## config.mk

```make
export PLATFORM = sky130hd
export DESIGN_NAME = key_event_queue
export DESIGN_NICKNAME = d
export VERILOG_FILES = /design/src/rtl/kq_pkg.sv /design/src/rtl/kq_store.sv /design/src/rtl/kq_ctrl.sv /design/src/rtl/key_event_queue.sv
export SDC_FILE = /design/constraint.sdc
export NUM_CORES = 1
export LEC_CHECK = 0
export BUFFER_PORTS_ARGS = -buffer_cell sky130_fd_sc_hd__buf_2
export CORE_MARGIN = 8
export CORE_UTILIZATION = 54
export CTS_CLUSTER_SIZE = 24
export DETAILED_ROUTE_END_ITERATION = 8
export PLACE_DENSITY = 0.81
export SYNTH_ARGS = -nofsm -noshare
export SYNTH_HDL_FRONTEND = slang
export SYNTH_SLANG_ARGS = --single-unit
export TNS_END_PERCENT = 10
```

## constraint.sdc

```tcl
create_clock -name clk -period 3.2 [get_ports clk]
set_input_delay 0.16 -clock clk [delete_from_list [all_inputs] [get_ports clk]]
set_output_delay 0.16 -clock clk [all_outputs]
set_load 0.1 [all_outputs]
```

## src/rtl/kq_pkg.sv

```systemverilog
package kq_pkg;

    // Occupancy class of the queue, tracked beside the length counter
    typedef enum logic [1:0] {
        OCC_EMPTY  = 2'd0,
        OCC_SINGLE = 2'd1,
        OCC_SOME   = 2'd2,
        OCC_FULL   = 2'd3
    } occ_e;

    // Transition taken by the occupancy machine in a cycle
    typedef enum logic [2:0] {
        EV_IDLE   = 3'd0,
        EV_GROW   = 3'd1,
        EV_SHRINK = 3'd2,
        EV_SWAP   = 3'd3,
        EV_CLEAR  = 3'd4
    } occ_ev_e;

endpackage

```

## src/rtl/kq_store.sv

```systemverilog
module kq_store #(
    parameter int DEPTH   = 16,
    parameter int ENTRY_W = 8,
    localparam int PTR_W  = $clog2(DEPTH)
) (
    input  logic               clk,
    input  logic               wr_en,
    input  logic [PTR_W-1:0]   wr_addr,
    input  logic [ENTRY_W-1:0] wr_data,
    input  logic [PTR_W-1:0]   rd_addr_a,
    output logic [ENTRY_W-1:0] rd_data_a,
    input  logic [PTR_W-1:0]   rd_addr_b,
    output logic [ENTRY_W-1:0] rd_data_b
);

    logic [ENTRY_W-1:0] slot_q [DEPTH];

    // One register per slot, written only when addressed; never cleared
    for (genvar g = 0; g < DEPTH; g++) begin : g_slot
        always_ff @(posedge clk) begin
            if (wr_en && (wr_addr == PTR_W'(g))) begin
                slot_q[g] <= wr_data;
            end
        end
    end

    assign rd_data_a = slot_q[rd_addr_a];
    assign rd_data_b = slot_q[rd_addr_b];

endmodule

```

## src/rtl/kq_ctrl.sv

```systemverilog
module kq_ctrl
    import kq_pkg::*;
#(
    parameter int DEPTH  = 16,
    localparam int PTR_W = $clog2(DEPTH),
    localparam int LEN_W = PTR_W + 1
) (
    input  logic             clk,
    input  logic             rst_n,
    input  logic             push_valid,
    input  logic             pop_req,
    input  logic             flush,
    input  logic             lock,
    output logic             push_ok,
    output logic             push_drop,
    output logic             pop_ok,
    output logic [PTR_W-1:0] wr_addr,
    output logic [PTR_W-1:0] pop_addr,
    output logic [PTR_W-1:0] start_o,
    output logic [LEN_W-1:0] len_o,
    output occ_e             occ_o
);

    localparam logic [LEN_W-1:0] LEN_FULL = LEN_W'(DEPTH);
    localparam logic [LEN_W-1:0] LEN_ONE  = LEN_W'(1);
    localparam logic [LEN_W-1:0] LEN_TWO  = LEN_W'(2);
    localparam logic [LEN_W-1:0] LEN_NEAR = LEN_W'(DEPTH - 1);

    occ_e             occ_q, occ_d;
    occ_ev_e          ev;
    logic [PTR_W-1:0] start_q, start_d;
    logic [LEN_W-1:0] len_q, len_d;
    logic             offer;

    // Acceptance decisions use the length held before this cycle's read
    assign offer     = push_valid && !flush && !lock;
    assign push_ok   = offer && (len_q != LEN_FULL);
    assign push_drop = offer && (len_q == LEN_FULL);
    assign pop_ok    = pop_req && !flush && (len_q > LEN_ONE);

    assign wr_addr  = start_q + len_q[PTR_W-1:0];
    assign pop_addr = start_q + PTR_W'(1);

    // Name the transition of this cycle
    always_comb begin
        if (flush) begin
            ev = EV_CLEAR;
        end else if (push_ok && pop_ok) begin
            ev = EV_SWAP;
        end else if (push_ok) begin
            ev = EV_GROW;
        end else if (pop_ok) begin
            ev = EV_SHRINK;
        end else begin
            ev = EV_IDLE;
        end
    end

    // Pointer and length update
    always_comb begin
        start_d = start_q;
        len_d   = len_q;
        unique case (ev)
            EV_CLEAR: begin
                start_d = '0;
                len_d   = '0;
            end
            EV_GROW:   len_d = len_q + LEN_W'(1);
            EV_SHRINK: begin
                start_d = pop_addr;
                len_d   = len_q - LEN_W'(1);
            end
            EV_SWAP:   start_d = pop_addr;
            EV_IDLE:   ;
            default:   ;
        endcase
    end

    // Occupancy machine: next state
    always_comb begin
        occ_d = occ_q;
        unique case (occ_q)
            OCC_EMPTY: begin
                if (ev == EV_GROW) occ_d = OCC_SINGLE;
            end
            OCC_SINGLE: begin
                if (ev == EV_CLEAR)     occ_d = OCC_EMPTY;
                else if (ev == EV_GROW) occ_d = OCC_SOME;
            end
            OCC_SOME: begin
                if (ev == EV_CLEAR) begin
                    occ_d = OCC_EMPTY;
                end else if (ev == EV_GROW && len_q == LEN_NEAR) begin
                    occ_d = OCC_FULL;
                end else if (ev == EV_SHRINK && len_q == LEN_TWO) begin
                    occ_d = OCC_SINGLE;
                end
            end
            OCC_FULL: begin
                if (ev == EV_CLEAR) begin
                    occ_d = OCC_EMPTY;
                end else if (ev == EV_SHRINK) begin
                    occ_d = (DEPTH > 2) ? OCC_SOME : OCC_SINGLE;
                end
            end
            default: occ_d = OCC_EMPTY;
        endcase
    end

    // State register
    always_ff @(posedge clk or negedge rst_n) begin
        if (!rst_n) begin
            occ_q   <= OCC_EMPTY;
            start_q <= '0;
            len_q   <= '0;
        end else begin
            occ_q   <= occ_d;
            start_q <= start_d;
            len_q   <= len_d;
        end
    end

    assign start_o = start_q;
    assign len_o   = len_q;
    assign occ_o   = occ_q;

endmodule

```

## src/rtl/key_event_queue.sv

```systemverilog
module key_event_queue
    import kq_pkg::*;
#(
    parameter int DEPTH   = 16,
    parameter int CODE_W  = 7,
    localparam int ENTRY_W = CODE_W + 1,
    localparam int PTR_W   = $clog2(DEPTH),
    localparam int LEN_W   = PTR_W + 1
) (
    input  logic               clk,
    input  logic               rst_n,
    input  logic               push_valid,
    input  logic [CODE_W-1:0]  push_code,
    input  logic               push_press,
    input  logic               pop_req,
    input  logic               flush,
    input  logic               err_ovf_bit,
    input  logic               err_status_bit,
    input  logic [PTR_W-1:0]   peek_idx,
    output logic [ENTRY_W-1:0] peek_data,
    output logic [ENTRY_W-1:0] pop_data,
    output logic [LEN_W-1:0]   len_o,
    output logic               kpd_int_set,
    output logic               fifo_ovf_set
);

    logic               push_ok, push_drop, pop_ok;
    logic [PTR_W-1:0]   wr_addr, pop_addr, start_q;
    logic [ENTRY_W-1:0] pop_word, peek_word;
    logic [ENTRY_W-1:0] pop_data_q;
    logic               kpd_q, ovf_q;
    occ_e               occ;

    kq_ctrl #(.DEPTH(DEPTH)) u_ctrl (
        .clk        (clk),
        .rst_n      (rst_n),
        .push_valid (push_valid),
        .pop_req    (pop_req),
        .flush      (flush),
        .lock       (err_ovf_bit && err_status_bit),
        .push_ok    (push_ok),
        .push_drop  (push_drop),
        .pop_ok     (pop_ok),
        .wr_addr    (wr_addr),
        .pop_addr   (pop_addr),
        .start_o    (start_q),
        .len_o      (len_o),
        .occ_o      (occ)
    );

    kq_store #(.DEPTH(DEPTH), .ENTRY_W(ENTRY_W)) u_store (
        .clk       (clk),
        .wr_en     (push_ok),
        .wr_addr   (wr_addr),
        .wr_data   ({push_press, push_code}),
        .rd_addr_a (pop_addr),
        .rd_data_a (pop_word),
        .rd_addr_b (start_q + peek_idx),
        .rd_data_b (peek_word)
    );

    // Output process: read data and one-cycle set requests
    always_ff @(posedge clk or negedge rst_n) begin
        if (!rst_n) begin
            pop_data_q <= '0;
            kpd_q      <= 1'b0;
            ovf_q      <= 1'b0;
        end else begin
            kpd_q <= push_ok;
            ovf_q <= push_drop;
            if (flush) begin
                pop_data_q <= '0;
            end else if (pop_req) begin
                pop_data_q <= pop_ok ? pop_word : '0;
            end
        end
    end

    assign peek_data    = (LEN_W'(peek_idx) < len_o) ? peek_word : '0;
    assign pop_data     = pop_data_q;
    assign kpd_int_set  = kpd_q;
    assign fifo_ovf_set = ovf_q;

endmodule

```

==> results by group <==
Synthesis
  • Synthesized area: 7350 sq um
  • Number of enable flip-flop cells after synthesis: 128
  • Synth cell types: 49
  • FF+latch count, synth: 147
  • Sequential share of the synthesized area: 58.7%
  • Syn Area/Cell: 16.6 sq um
  • Leading register cell type out of synthesis: edfxtp_1
  • Synth Warn #: 0
  • FFs w/ async S/R, synth: 12.9%
  • Syn_nets: 479
  • Synthesized instance count: 444

CTS
  • Clock Pin Slew Worst Setup and Hold Paths: 0.06 ns
  • Clk_lat worst skew: 0.42 ns
  • CTS buffer count: 17
  • Root buf cell: clkbuf_16
  • Post-CTS Setup Repair Bufs: 0
  • Htree depth: 4
  • CTS Buffer Depth: 2
  • # clock sinks: 147
  • CTS tree: built

Timing
  • Fmax: 324 MHz
  • Final period util: 96.3%
  • Worst slew pin tran: 0.935 ns
  • Slew Limit Fails: 0
  • Slew margin rel.: 37.5%
  • RSZ-0062 raised after global routing: no
  • Clk_skew: 0.00600 ns
  • Final setup fails: 0
  • Final hold violations: 0
  • Min Tclk post-route: 3.08 ns

Drt
  • Via density: 6.64
  • Routed wire per std cell: 26.4 um
  • Initial DRT Pass Iterations: 6
  • DR iter-0 viols: 429
  • Routed WL: 18,700 um
  • Post-DRT Antenna Nets: 0
  • Vias: 4,692
  • DRC violations left: 0

Floorplan
  • Starting Density: 55.3%
  • Die Span X: 133 um
  • Core Area: 13,300 sq um
  • Site row count: 42
  • I/O Pins: 42
  • Height of the die: 133 um
  • Die area: 17,600 sq um

Placement
  • Placer Congestion: 0.864
  • Dpl cells: 674
  • Post-DP HPWL: 12,100 um
  • Placed cell areas: 8130 sq um
  • Port Buffers: 41

Setup path
  • CP arrival: 2.92 ns
  • Worst setup endpoint: peek_data[2]
  • Crit Path Max Fanout: 11
  • Worst Path Required: 3.04 ns
  • Worst setup SP type: register
  • Crit. Startpoint: u_ctrl.start_o[1]
  • FF-to-FF path depth: 6
  • R2R Setup Slk: 0.40 ns
  • Reg2reg end: u_store.slot_q[8][2]
  • Crit Reg-Reg Startpoint: u_ctrl.start_o[0]
  • Critical path type: reg2out
  • Crit. End Element: output pin

Global route
  • Vias in the first global route: 4,868
  • Largest net degree at the start of global routing: 38
  • Gr usage total: 22.1%
  • GRT overflow: 0
  • Initial antenna violation count: 0
  • First-pass GRT wire length: 28,900 um

Layout
  • Most frequent cells in the layout: 128 x edfxtp_1, 59 x mux4_2, 40 x nand2_1, 40 x buf_4, 33 x buf_2
  • Ratio of cells with drive above 1 in the final layout: 36.9%
  • Fin cells: 707
  • Commonest non-fill, non-tap cell in the layout: edfxtp_1
  • Post-layout util: 66.2%
  • Design area: 8800 sq um
  • Diode count: 0
  • P&R area growth vs syn: 19.7%
  • Nets: 553

Power and ir drop
  • P_leak: 3.18 nW
  • Power Total: 8.86 mW
  • Max VDD drop: 1.02 mV
  • Power density over cell area: 1010 nW/um^2

Min path
  • Worst hold path class: in2reg

Flow run
  • Total of max-cap violations: 0

Outcome
  • Status: completed
==> logic make-up (layout without fill, tap and decap cells) <==
kind of cell	count (synthesis)	in the layout	synth area share (%)
AND/OR/NAND/NOR	100	100	6.86
XOR/XNOR	14	14	1.77
buffers and inverters	34	121	2.79
adder cells (fa/ha/maj)	16	16	2.93
multiplexers	73	73	21.1
flip-flops	147	147	58.7
AO/OA/AOI/OAI	60	60	5.84
==> sequential cells by signal, summed over array words and instances (netlist names) <==
name            cells
u_ctrl.len_o        5
u_ctrl.start_o      4
pop_data            8
fifo_ovf_set        1
u_store.slot_q    128
kpd_int_set         1
==> power by group <==
group	switching, mW	leakage, nW	internal [mW]
logic	2.70	1.51	1.77
clock network	0.768	0.273	1.22
registers	0.157	1.40	2.25
==> critical path, cell delays in order (launching register included) <==
cell      delay [ns]
dfrtp_2         0.47
ha_1            0.30
a21o_1          0.13
a21oi_2         0.09
xnor2_4         0.60
buf_4           0.32
a211oi_1        0.09
a221oi_4        0.27
buf_12          0.22
==> how the worst min path moves through the flow <==
stage / startpoint / end / slack, ns / depth (start not counted)
finish: push_valid / fifo_ovf_set / 0.06 / 3
detailed placement: rst_n / u_ctrl.len_o[0] / 0.17 / 1
global route: push_valid / fifo_ovf_set / 0.07 / 3
global placement: rst_n / u_ctrl.len_o[0] / 0.16 / 1
CTS: push_valid / fifo_ovf_set / 0.04 / 3
floorplan: rst_n / fifo_ovf_set / -0.14 / 0
==> routing by layer <==
metal	vias up	wire length [um]	global-route usage (%)
li1	1952	-	-
met1	2412	6850	26.3
met2	274	9390	36.0
met3	52	1830	6.85
met4	2	609	10.8
met5	-	11	0
==> stage by stage <==
step | hold slack, ns | setup TNS, ns | setup WS, ns
4_1_cts | 0.0403 | -0.00595 | -0.00595
5_1_grt | 0.0654 | 0 | 0.0121
3_3_place_gp | 0.156 | 0 | 0.396
2_1_floorplan | -0.136 | 0 | 0.0761
6_report | 0.0562 | 0 | 0.118
3_5_place_dp | 0.173 | 0 | 0.293
==> synthesized netlist by cell type (2+ instances only) <==
cell      count  area share (%)
mux4_1        5             1.8
nand3b_1      2            0.20
a221oi_1     10             1.2
nand4_1       2            0.17
dfrtp_1      19             6.5
a21o_1        5            0.51
edfxtp_1    128              52
buf_4         5            0.51
ha_1         14             2.4
xor2_1        6            0.71
mux2i_1       9             1.2
buf_2        10            0.68
inv_1         8            0.41
a211oi_1      8            0.82
clkbuf_1      3            0.15
nor2b_1       9            0.77
nor2_1       27             1.4
fa_1          2            0.54
mux4_2       59              18
a21oi_1      22             1.5
xnor2_1       7            0.83
a211o_1       8            0.95
nand3_1       6            0.41
buf_1         2            0.10
buf_6         4            0.61
nand2_1      40             2.0
or3b_1        2            0.24
==> area by class of cell <==
class | count | area (sq um)
Tap cell | 176 | 220
Clock inverter | 13 | 158
Inverter | 9 | 33.8
Multi-Input combinational cell | 263 | 3040
Sequential cell | 147 | 4320
Fill cell | 893 | 4500
Clock buffer | 19 | 433
Timing Repair Buffer | 80 | 596
==> timing repair <==
action,in CTS,in global routing
endpoints found under the hold margin,19,0
hold buffers,1,0
endpoints found under the setup margin,8,7
gates resized for setup,15,3
(Power assumes the default switching activity.)
